## config.mk

```make
export PLATFORM = sky130hd
export DESIGN_NAME = pbus_steer
export DESIGN_NICKNAME = d
export VERILOG_FILES = /design/src/rtl/pbus_pkg.sv /design/src/rtl/pbus_sync.sv /design/src/rtl/pbus_decode.sv /design/src/rtl/pbus_wrfsm.sv /design/src/rtl/pbus_steer.sv
export SDC_FILE = /design/constraint.sdc
export NUM_CORES = 1
export LEC_CHECK = 0
export BUFFER_PORTS_ARGS = -buffer_cell sky130_fd_sc_hd__buf_2
export CAP_MARGIN = 20
export CORE_MARGIN = 4
export CORE_UTILIZATION = 45
export CTS_CLUSTER_SIZE = 40
export DETAILED_ROUTE_END_ITERATION = 6
export PLACE_DENSITY = 0.73
export SLEW_MARGIN = 20
export SYNTH_ARGS = -nofsm -noshare
export SYNTH_HDL_FRONTEND = slang
export SYNTH_SLANG_ARGS = --single-unit
```

## constraint.sdc

```tcl
create_clock -name clk -period 2.4 [get_ports clk]
set_input_delay 0.48 -clock clk [delete_from_list [all_inputs] [get_ports clk]]
set_output_delay 0.48 -clock clk [all_outputs]
set_load 0.03 [all_outputs]
```

## src/rtl/pbus_pkg.sv

```systemverilog
package pbus_pkg;
    typedef enum logic [2:0] {
        MD_STANDBY = 3'd0,
        MD_MEM_RD  = 3'd1,
        MD_MEM_WR  = 3'd2,
        MD_REG_RD  = 3'd3,
        MD_REG_WR  = 3'd4,
        MD_INVALID = 3'd5
    } mode_e;

    typedef enum logic [1:0] {
        ST_IDLE,
        ST_MEM_WIN,
        ST_REG_WIN,
        ST_RECOVER
    } wst_e;
endpackage

```

## src/rtl/pbus_sync.sv

```systemverilog
module pbus_sync #(
    parameter int         W      = 1,
    parameter int         STAGES = 2,
    parameter logic [W-1:0] INIT = '0
) (
    input  logic         clk,
    input  logic         rst_n,
    input  logic [W-1:0] d,
    output logic [W-1:0] q
);
    logic [STAGES-1:0][W-1:0] pipe;

    always_ff @(posedge clk or negedge rst_n) begin
        if (!rst_n) begin
            pipe <= {STAGES{INIT}};
        end else begin
            pipe[0] <= d;
            for (int i = 1; i < STAGES; i++) begin
                pipe[i] <= pipe[i-1];
            end
        end
    end

    assign q = pipe[STAGES-1];
endmodule

```

## src/rtl/pbus_decode.sv

```systemverilog
module pbus_decode
    import pbus_pkg::*;
(
    input  logic  mem_cs_n,
    input  logic  reg_cs_n,
    input  logic  we_n,
    output mode_e mode
);
    always_comb begin
        if (!reg_cs_n && !mem_cs_n) begin
            mode = MD_INVALID;
        end else if (!reg_cs_n) begin
            mode = we_n ? MD_REG_RD : MD_REG_WR;
        end else if (mem_cs_n) begin
            mode = MD_STANDBY;
        end else begin
            mode = we_n ? MD_MEM_RD : MD_MEM_WR;
        end
    end
endmodule

```

## src/rtl/pbus_wrfsm.sv

```systemverilog
module pbus_wrfsm
    import pbus_pkg::*;
#(
    parameter int AW  = 20,
    parameter int DW  = 8,
    parameter int RCW = 8
) (
    input  logic           clk,
    input  logic           rst_n,
    input  mode_e          mode,
    input  logic           s_mem_cs_n,
    input  logic           s_reg_cs_n,
    input  logic           s_we_n,
    input  logic           s_pf,
    input  logic [AW-1:0]  s_addr,
    input  logic [DW-1:0]  s_data,
    input  logic [RCW-1:0] recov_cycles,
    output logic           mem_we,
    output logic           reg_we,
    output logic [AW-1:0]  wr_addr,
    output logic [DW-1:0]  wr_data
);
    localparam logic [RCW-1:0] CNT_MAX = '1;

    wst_e           state, nxt;
    logic [AW-1:0]  lat_addr;
    logic           blocked;
    logic [RCW-1:0] cnt;
    logic           mem_abort, mem_close, reg_abort, reg_close, rec_done;
    logic           mem_stb_d, reg_stb_d;

    assign mem_abort = !s_reg_cs_n || (s_addr != lat_addr);
    assign mem_close = s_mem_cs_n || s_we_n;
    assign reg_abort = !s_mem_cs_n || (s_addr != lat_addr);
    assign reg_close = s_reg_cs_n || s_we_n;
    assign rec_done  = s_we_n && (cnt >= recov_cycles);

    // next state and strobe decisions
    always_comb begin
        nxt       = state;
        mem_stb_d = 1'b0;
        reg_stb_d = 1'b0;
        unique case (state)
            ST_IDLE: begin
                if (mode == MD_MEM_WR)      nxt = ST_MEM_WIN;
                else if (mode == MD_REG_WR) nxt = ST_REG_WIN;
            end
            ST_MEM_WIN: begin
                if (mem_abort || mem_close) nxt = ST_RECOVER;
                mem_stb_d = !mem_abort && mem_close && !blocked && !s_pf;
            end
            ST_REG_WIN: begin
                if (reg_abort || reg_close) nxt = ST_RECOVER;
                reg_stb_d = !reg_abort && reg_close && !blocked && !s_pf;
            end
            ST_RECOVER: begin
                if (rec_done) nxt = ST_IDLE;
            end
        endcase
    end

    // state register
    always_ff @(posedge clk or negedge rst_n) begin
        if (!rst_n) state <= ST_IDLE;
        else        state <= nxt;
    end

    // datapath and output registers
    always_ff @(posedge clk or negedge rst_n) begin
        if (!rst_n) begin
            mem_we   <= 1'b0;
            reg_we   <= 1'b0;
            wr_data  <= '0;
            lat_addr <= '0;
            blocked  <= 1'b0;
            cnt      <= '0;
        end else begin
            mem_we <= mem_stb_d;
            reg_we <= reg_stb_d;
            if (mem_stb_d || reg_stb_d) wr_data <= s_data;
            if (state == ST_IDLE) begin
                lat_addr <= s_addr;
                blocked  <= s_pf;
            end else begin
                blocked  <= blocked | s_pf;
            end
            if (state != ST_RECOVER || !s_we_n) cnt <= '0;
            else if (cnt != CNT_MAX)            cnt <= cnt + 1'b1;
        end
    end

    assign wr_addr = lat_addr;
endmodule

```

## src/rtl/pbus_steer.sv

```systemverilog
module pbus_steer
    import pbus_pkg::*;
#(
    parameter int AW     = 20,
    parameter int DW     = 8,
    parameter int REG_AW = 4,
    parameter int RCW    = 8,
    parameter int SYNC   = 2
) (
    input  logic              clk,
    input  logic              rst_n,
    input  logic              mem_cs_n,
    input  logic              reg_cs_n,
    input  logic              we_n,
    input  logic              oe_n,
    input  logic [AW-1:0]     bus_addr,
    input  logic [DW-1:0]     bus_wdata,
    input  logic              pwr_fail,
    input  logic [RCW-1:0]    recov_cycles,
    input  logic [DW-1:0]     mem_rdata,
    input  logic [DW-1:0]     reg_rdata,
    output logic [AW-1:0]     mem_addr,
    output logic [DW-1:0]     mem_wdata,
    output logic              mem_we,
    output logic [REG_AW-1:0] reg_addr,
    output logic [DW-1:0]     reg_wdata,
    output logic              reg_we,
    output logic [DW-1:0]     bus_rdata,
    output logic              bus_oe,
    output logic [2:0]        cyc_mode,
    output logic              bad_combo
);
    localparam int CW = 5;
    localparam int BW = AW + DW;

    logic [CW-1:0] ctl_s;
    logic [BW-1:0] bus_s;
    logic          s_mem_cs_n, s_reg_cs_n, s_we_n, s_oe_n, pf_s;
    logic [AW-1:0] s_addr, wr_addr;
    logic [DW-1:0] s_data, wr_data, rd_sel;
    mode_e         mode;
    logic          oe_d;

    pbus_sync #(.W(CW), .STAGES(SYNC), .INIT(5'b01111)) u_ctl_sync (
        .clk(clk), .rst_n(rst_n),
        .d({pwr_fail, oe_n, we_n, reg_cs_n, mem_cs_n}),
        .q(ctl_s)
    );

    pbus_sync #(.W(BW), .STAGES(SYNC), .INIT('0)) u_bus_sync (
        .clk(clk), .rst_n(rst_n),
        .d({bus_addr, bus_wdata}),
        .q(bus_s)
    );

    assign {pf_s, s_oe_n, s_we_n, s_reg_cs_n, s_mem_cs_n} = ctl_s;
    assign {s_addr, s_data} = bus_s;

    pbus_decode u_dec (
        .mem_cs_n(s_mem_cs_n),
        .reg_cs_n(s_reg_cs_n),
        .we_n(s_we_n),
        .mode(mode)
    );

    pbus_wrfsm #(.AW(AW), .DW(DW), .RCW(RCW)) u_wr (
        .clk(clk), .rst_n(rst_n), .mode(mode),
        .s_mem_cs_n(s_mem_cs_n), .s_reg_cs_n(s_reg_cs_n),
        .s_we_n(s_we_n), .s_pf(pf_s),
        .s_addr(s_addr), .s_data(s_data),
        .recov_cycles(recov_cycles),
        .mem_we(mem_we), .reg_we(reg_we),
        .wr_addr(wr_addr), .wr_data(wr_data)
    );

    assign mem_addr  = mem_we ? wr_addr : s_addr;
    assign reg_addr  = reg_we ? wr_addr[REG_AW-1:0] : s_addr[REG_AW-1:0];
    assign mem_wdata = wr_data;
    assign reg_wdata = wr_data;

    assign oe_d   = ((mode == MD_MEM_RD) || (mode == MD_REG_RD)) && !s_oe_n;
    assign rd_sel = (mode == MD_REG_RD) ? reg_rdata : mem_rdata;

    always_ff @(posedge clk or negedge rst_n) begin
        if (!rst_n) begin
            cyc_mode  <= MD_STANDBY;
            bad_combo <= 1'b0;
            bus_oe    <= 1'b0;
            bus_rdata <= '0;
        end else begin
            cyc_mode  <= mode;
            bad_combo <= (mode == MD_INVALID);
            bus_oe    <= oe_d;
            bus_rdata <= oe_d ? rd_sel : '0;
        end
    end
endmodule

```

==> metrics.log <==
[metrics] vias in the first global route: 3022
[metrics] sequential power share: 41.7%
[metrics] Worst Setup End Kind: primary output
[metrics] Via density: 4.82
[metrics] result of the run: finished clean
[metrics] grt ovf: 0
[metrics] Final Net Count: 529
[metrics] number of antenna violations at the first check in global routing: 0
[metrics] power density relative to cell area: 1010 mW/mm²
[metrics] count of endpoints failing hold in the final timing report: 0
[metrics] DRC errors left: 0
[metrics] routing layer with the top usage in global route: met2
[metrics] clock tree skew after final layout: about 0.0056 ns
[metrics] Final Instance Area: 0.00602 mm²
[metrics] die outline width: around 110 µm
[metrics] Max VDD drop: 0.587 mV
[metrics] Clk network pwr share: 41.6%
[metrics] register area share after synthesis: 64.5%
[metrics] Core ar.: 0.00995 mm²
[metrics] total vias in the final route: 2906
[metrics] critical path launch point type: flop
[metrics] count of antenna-violating nets left after detailed routing: 0
[metrics] measured slew at the worst slew-check pin: 0.462 ns
[metrics] root cell of the clock tree: sky130_fd_sc_hd__clkbuf_8
[metrics] height of the die: 110 µm
[metrics] combinational power share: 16.7%
[metrics] required time reported for the critical path endpoint: 1.92 ns
[metrics] Max-Cap Viols: 0
[metrics] Clk pin slew, worst setup/hold paths: around 0.050 ns
[metrics] setup repair after global routing missed its margin: false
[metrics] CTS tree: done
[metrics] number of warnings reported in the yosys synthesis log: 0
[metrics] area after detailed placement: approximately 0.0054 mm²
[metrics] area of the die: 0.0121 mm²
[metrics] count of H-tree levels built during CTS: 4
[metrics] length of the first detailed-routing pass in iterations: 5
[metrics] internal portion of total power: 0.00453 W
[metrics] area delta synth->final: 28.9%
[metrics] Worst Path Class, Setup: flop to primary output
[metrics] clk_lat worst skew: 0.50 ns
[metrics] first-pass GRT wire length: 14.3 mm
[metrics] proportion of total power due to net switching: 25.5%
[metrics] Placement Setup Slack: -0.0582 ns
[metrics] initial cell density of the core: between 40% and 50%
[metrics] CTS max path bufs: 2
[metrics] routability cong.: 0.839
[metrics] met3 global-route usage: 4.35%
[metrics] GRT Util Overall: roughly 16%
[metrics] drt initial violations: roughly 110
[metrics] Mean Syn Cell Area: 14.0 µm²
[metrics] wire length after detailed routing: between 8 and 9 mm
[metrics] number of placed I/O pins: approximately 110
[metrics] number of inserted filler cells in the final layout: around 800
[metrics] maximum number of pins on one net before global-route repair: 57
[metrics] number of clock sinks seen by CTS: 120
[metrics] total leakage power: 2.88 nW
[metrics] fin worst setup slack: 0.121 ns
[metrics] number of setup violations in the final report: 0
[metrics] worst max-slew margin expressed relative to the limit: 69.1%
[metrics] data arrival time of the critical path: 1.80 ns
[metrics] register bit count reported by yosys: 120
[metrics] Final Cycle Share: 95.0%
[metrics] number of inserted diodes: 0
[metrics] Buffers on Ports: 113
[metrics] final standard cell count with taps included and fillers excluded: 603
[metrics] combined area of all synthesized cells: 0.00467 mm²
[metrics] buffers inserted by post-CTS timing repair: 0
[metrics] post-synth cell types: 37
[metrics] share of layout cells above drive strength 1: roughly 46%
[metrics] sum of net half-perimeters after detailed placement: 6.31 mm
[metrics] met2 usage: between 20% and 30%
[metrics] switching power of the nets: 0.00155 W
[metrics] critical-path maximum fanout: 15
[metrics] number of placed cells counting well taps: 570
[metrics] number of cell rows: 36
[metrics] mean routed wirelength per cell: 14.3 µm
[metrics] FMAX: 439 MHz
[metrics] fin. max-slew vios: 0
[metrics] number of nets produced by synthesis: 407
[metrics] path category of the worst min-delay check: input pin to flop
[metrics] fraction of met1 tracks used by global routing: 20.1%
[metrics] total CTS buffers: 17
[metrics] Tmin final: 2.28 ns
[metrics] gate count after technology mapping: 335
==> cells in the final DEF (no fill, tap or decap), types with 6 or more instances in the layout <==
| cell type | Yosys | routed |
|---|---|---|
| sky130_fd_sc_hd__nand2_1 | 10 | 10 |
| sky130_fd_sc_hd__buf_2 | 2 | 112 |
| sky130_fd_sc_hd__nand4_1 | 7 | 7 |
| sky130_fd_sc_hd__a22oi_1 | 8 | 8 |
| sky130_fd_sc_hd__dfstp_2 | 8 | 8 |
| sky130_fd_sc_hd__dfrtp_1 | 112 | 112 |
| sky130_fd_sc_hd__nor2_1 | 19 | 19 |
| sky130_fd_sc_hd__ha_1 | 13 | 13 |
| sky130_fd_sc_hd__mux2_2 | 53 | 53 |
| sky130_fd_sc_hd__xnor2_1 | 13 | 13 |
| sky130_fd_sc_hd__xor2_1 | 12 | 12 |
| sky130_fd_sc_hd__o21ai_0 | 9 | 9 |
| sky130_fd_sc_hd__buf_4 | 8 | 7 |
| sky130_fd_sc_hd__clkinvlp_4 | 0 | 6 |
| sky130_fd_sc_hd__clkbuf_16 | 0 | 16 |
| sky130_fd_sc_hd__inv_1 | 15 | 15 |
==> metrics by stage <==
step / power [W] / util [%] / TNS, ns / hold WS (ns)
after floorplan: 0.00325 / - / 0 / 0.184
after global placement: 0.00352 / 54.1 / 0 / 0.331
after detailed placement: 0.00358 / 54.1 / -0.0603 / 0.335
after CTS: 0.00615 / 60.4 / 0 / 0.0467
after global routing: 0.00639 / 60.5 / 0 / 0.0557
final: 0.00608 / 60.5 / 0 / 0.0804
==> worst max-delay path, cell delays in order (launching register included) <==
cell	delay [ns]
sky130_fd_sc_hd__dfrtp_1	0.57
sky130_fd_sc_hd__buf_12	0.21
sky130_fd_sc_hd__mux2_2	0.35
sky130_fd_sc_hd__buf_2	0.18
==> synth_stat cells, drive strengths merged <==
cell type  number  area (µm²)
buf            11        73.8
ha             13         163
nand4           7        43.8
a21oi           2        10.0
and3            4        25.0
maj3            1        10.0
nand2          10        37.5
nand2b          3        18.8
xor2           12         105
nor2b           1        6.26
nor2           19        71.3
xnor2          13         114
nor4            2        12.5
inv            15        56.3
nor3            5        25.0
nand3           5        25.0
o32ai           1        8.76
a211oi          1        7.51
o211ai          1        7.51
mux2i           1        10.0
a21bo           1        10.0
or3             2        13.8
o21ai           9        45.0
mux2           53         597
a22oi           8        60.1
a21o            2        15.0
a31oi           1        6.26
dfstp           8         210
dfrtp         112        2800
a221o           1        10.0
a2111oi         2        36.3
o21a            1        7.51
clkbuf          8        30.0
==> timing repair <==
item	in CTS	in global routing
setup endpoints to repair	0	2
hold buffers	1	0
gates resized for setup	0	2
endpoints found under the hold margin	14	0
==> final timing paths <==
| check | startpoint | end | slack, ns | cells after the start |
|---|---|---|---|---|
| max | u_wr.mem_we | mem_addr[1] | 0.12 | 3 |
| min | oe_n | u_ctl_sync.pipe[3] | 0.08 | 1 |
| min reg2reg | u_bus_sync.pipe[12] | u_bus_sync.q[12] | 0.35 | 0 |
| max reg2reg | u_wr.cnt[0] | u_wr.state[0] | 0.18 | 7 |
| max in group asynchronous | rst_n | u_bus_sync.q[21] | 1.41 | 3 |
| min in group asynchronous | rst_n | u_wr.wr_addr[18] | 0.39 | 2 |
==> routing by layer <==
layer / vias to the layer above / part of all wire (%)
met5: - / 0
met4: 0 / 1.8
li1: 1386 / -
met3: 13 / 5.4
met1: 1435 / 41
met2: 72 / 51
==> cell type report <==
cell class	count	area, µm²	area share [%]
Tap cell	133	166	2.76
Sequential cell	120	3010	50.0
Multi-Input combinational cell	181	1510	25.1
Timing Repair Buffer	122	663	11.0
Clock inverter	11	145	2.41
Clock buffer	21	469	7.79
Inverter	15	56.3	0.935
==> state kept, by name, summed over array words and instances, names as in the netlist, 2 cells and up <==
name	flops
bus_rdata	8
u_wr.wr_addr	20
u_ctl_sync.pipe	5
u_wr.cnt	8
u_wr.state	2
u_ctl_sync.q	5
cyc_mode	3
u_bus_sync.pipe	28
u_bus_sync.q	28
u_wr.wr_data	8
==> power by group through the flow <==
stage / Clock, W / Sequential, W / Combinational [W]
6_report: 0.00253 / 0.00253 / 0.00102
5_1_grt: 0.00269 / 0.00257 / 0.00114
4_1_cts: 0.00260 / 0.00253 / 0.00102
3_5_place_dp: 0 / 0.00256 / 0.00102
3_3_place_gp: 0 / 0.00254 / 0.000977
2_1_floorplan: 0 / 0.00252 / 0.000731
==> logic make-up after synthesis <==
| logic type | share of synthesized area [%] |
|---|---|
| and+or+nand+nor | 5.97 |
| AOI/OAI and AO/OA | 4.79 |
| DFF | 64.5 |
| muxes | 13.0 |
| buffers and inverters | 3.43 |
| adders and majority gates | 3.69 |
| xor gates and xnor gates | 4.68 |
(Power assumes the default switching activity.)
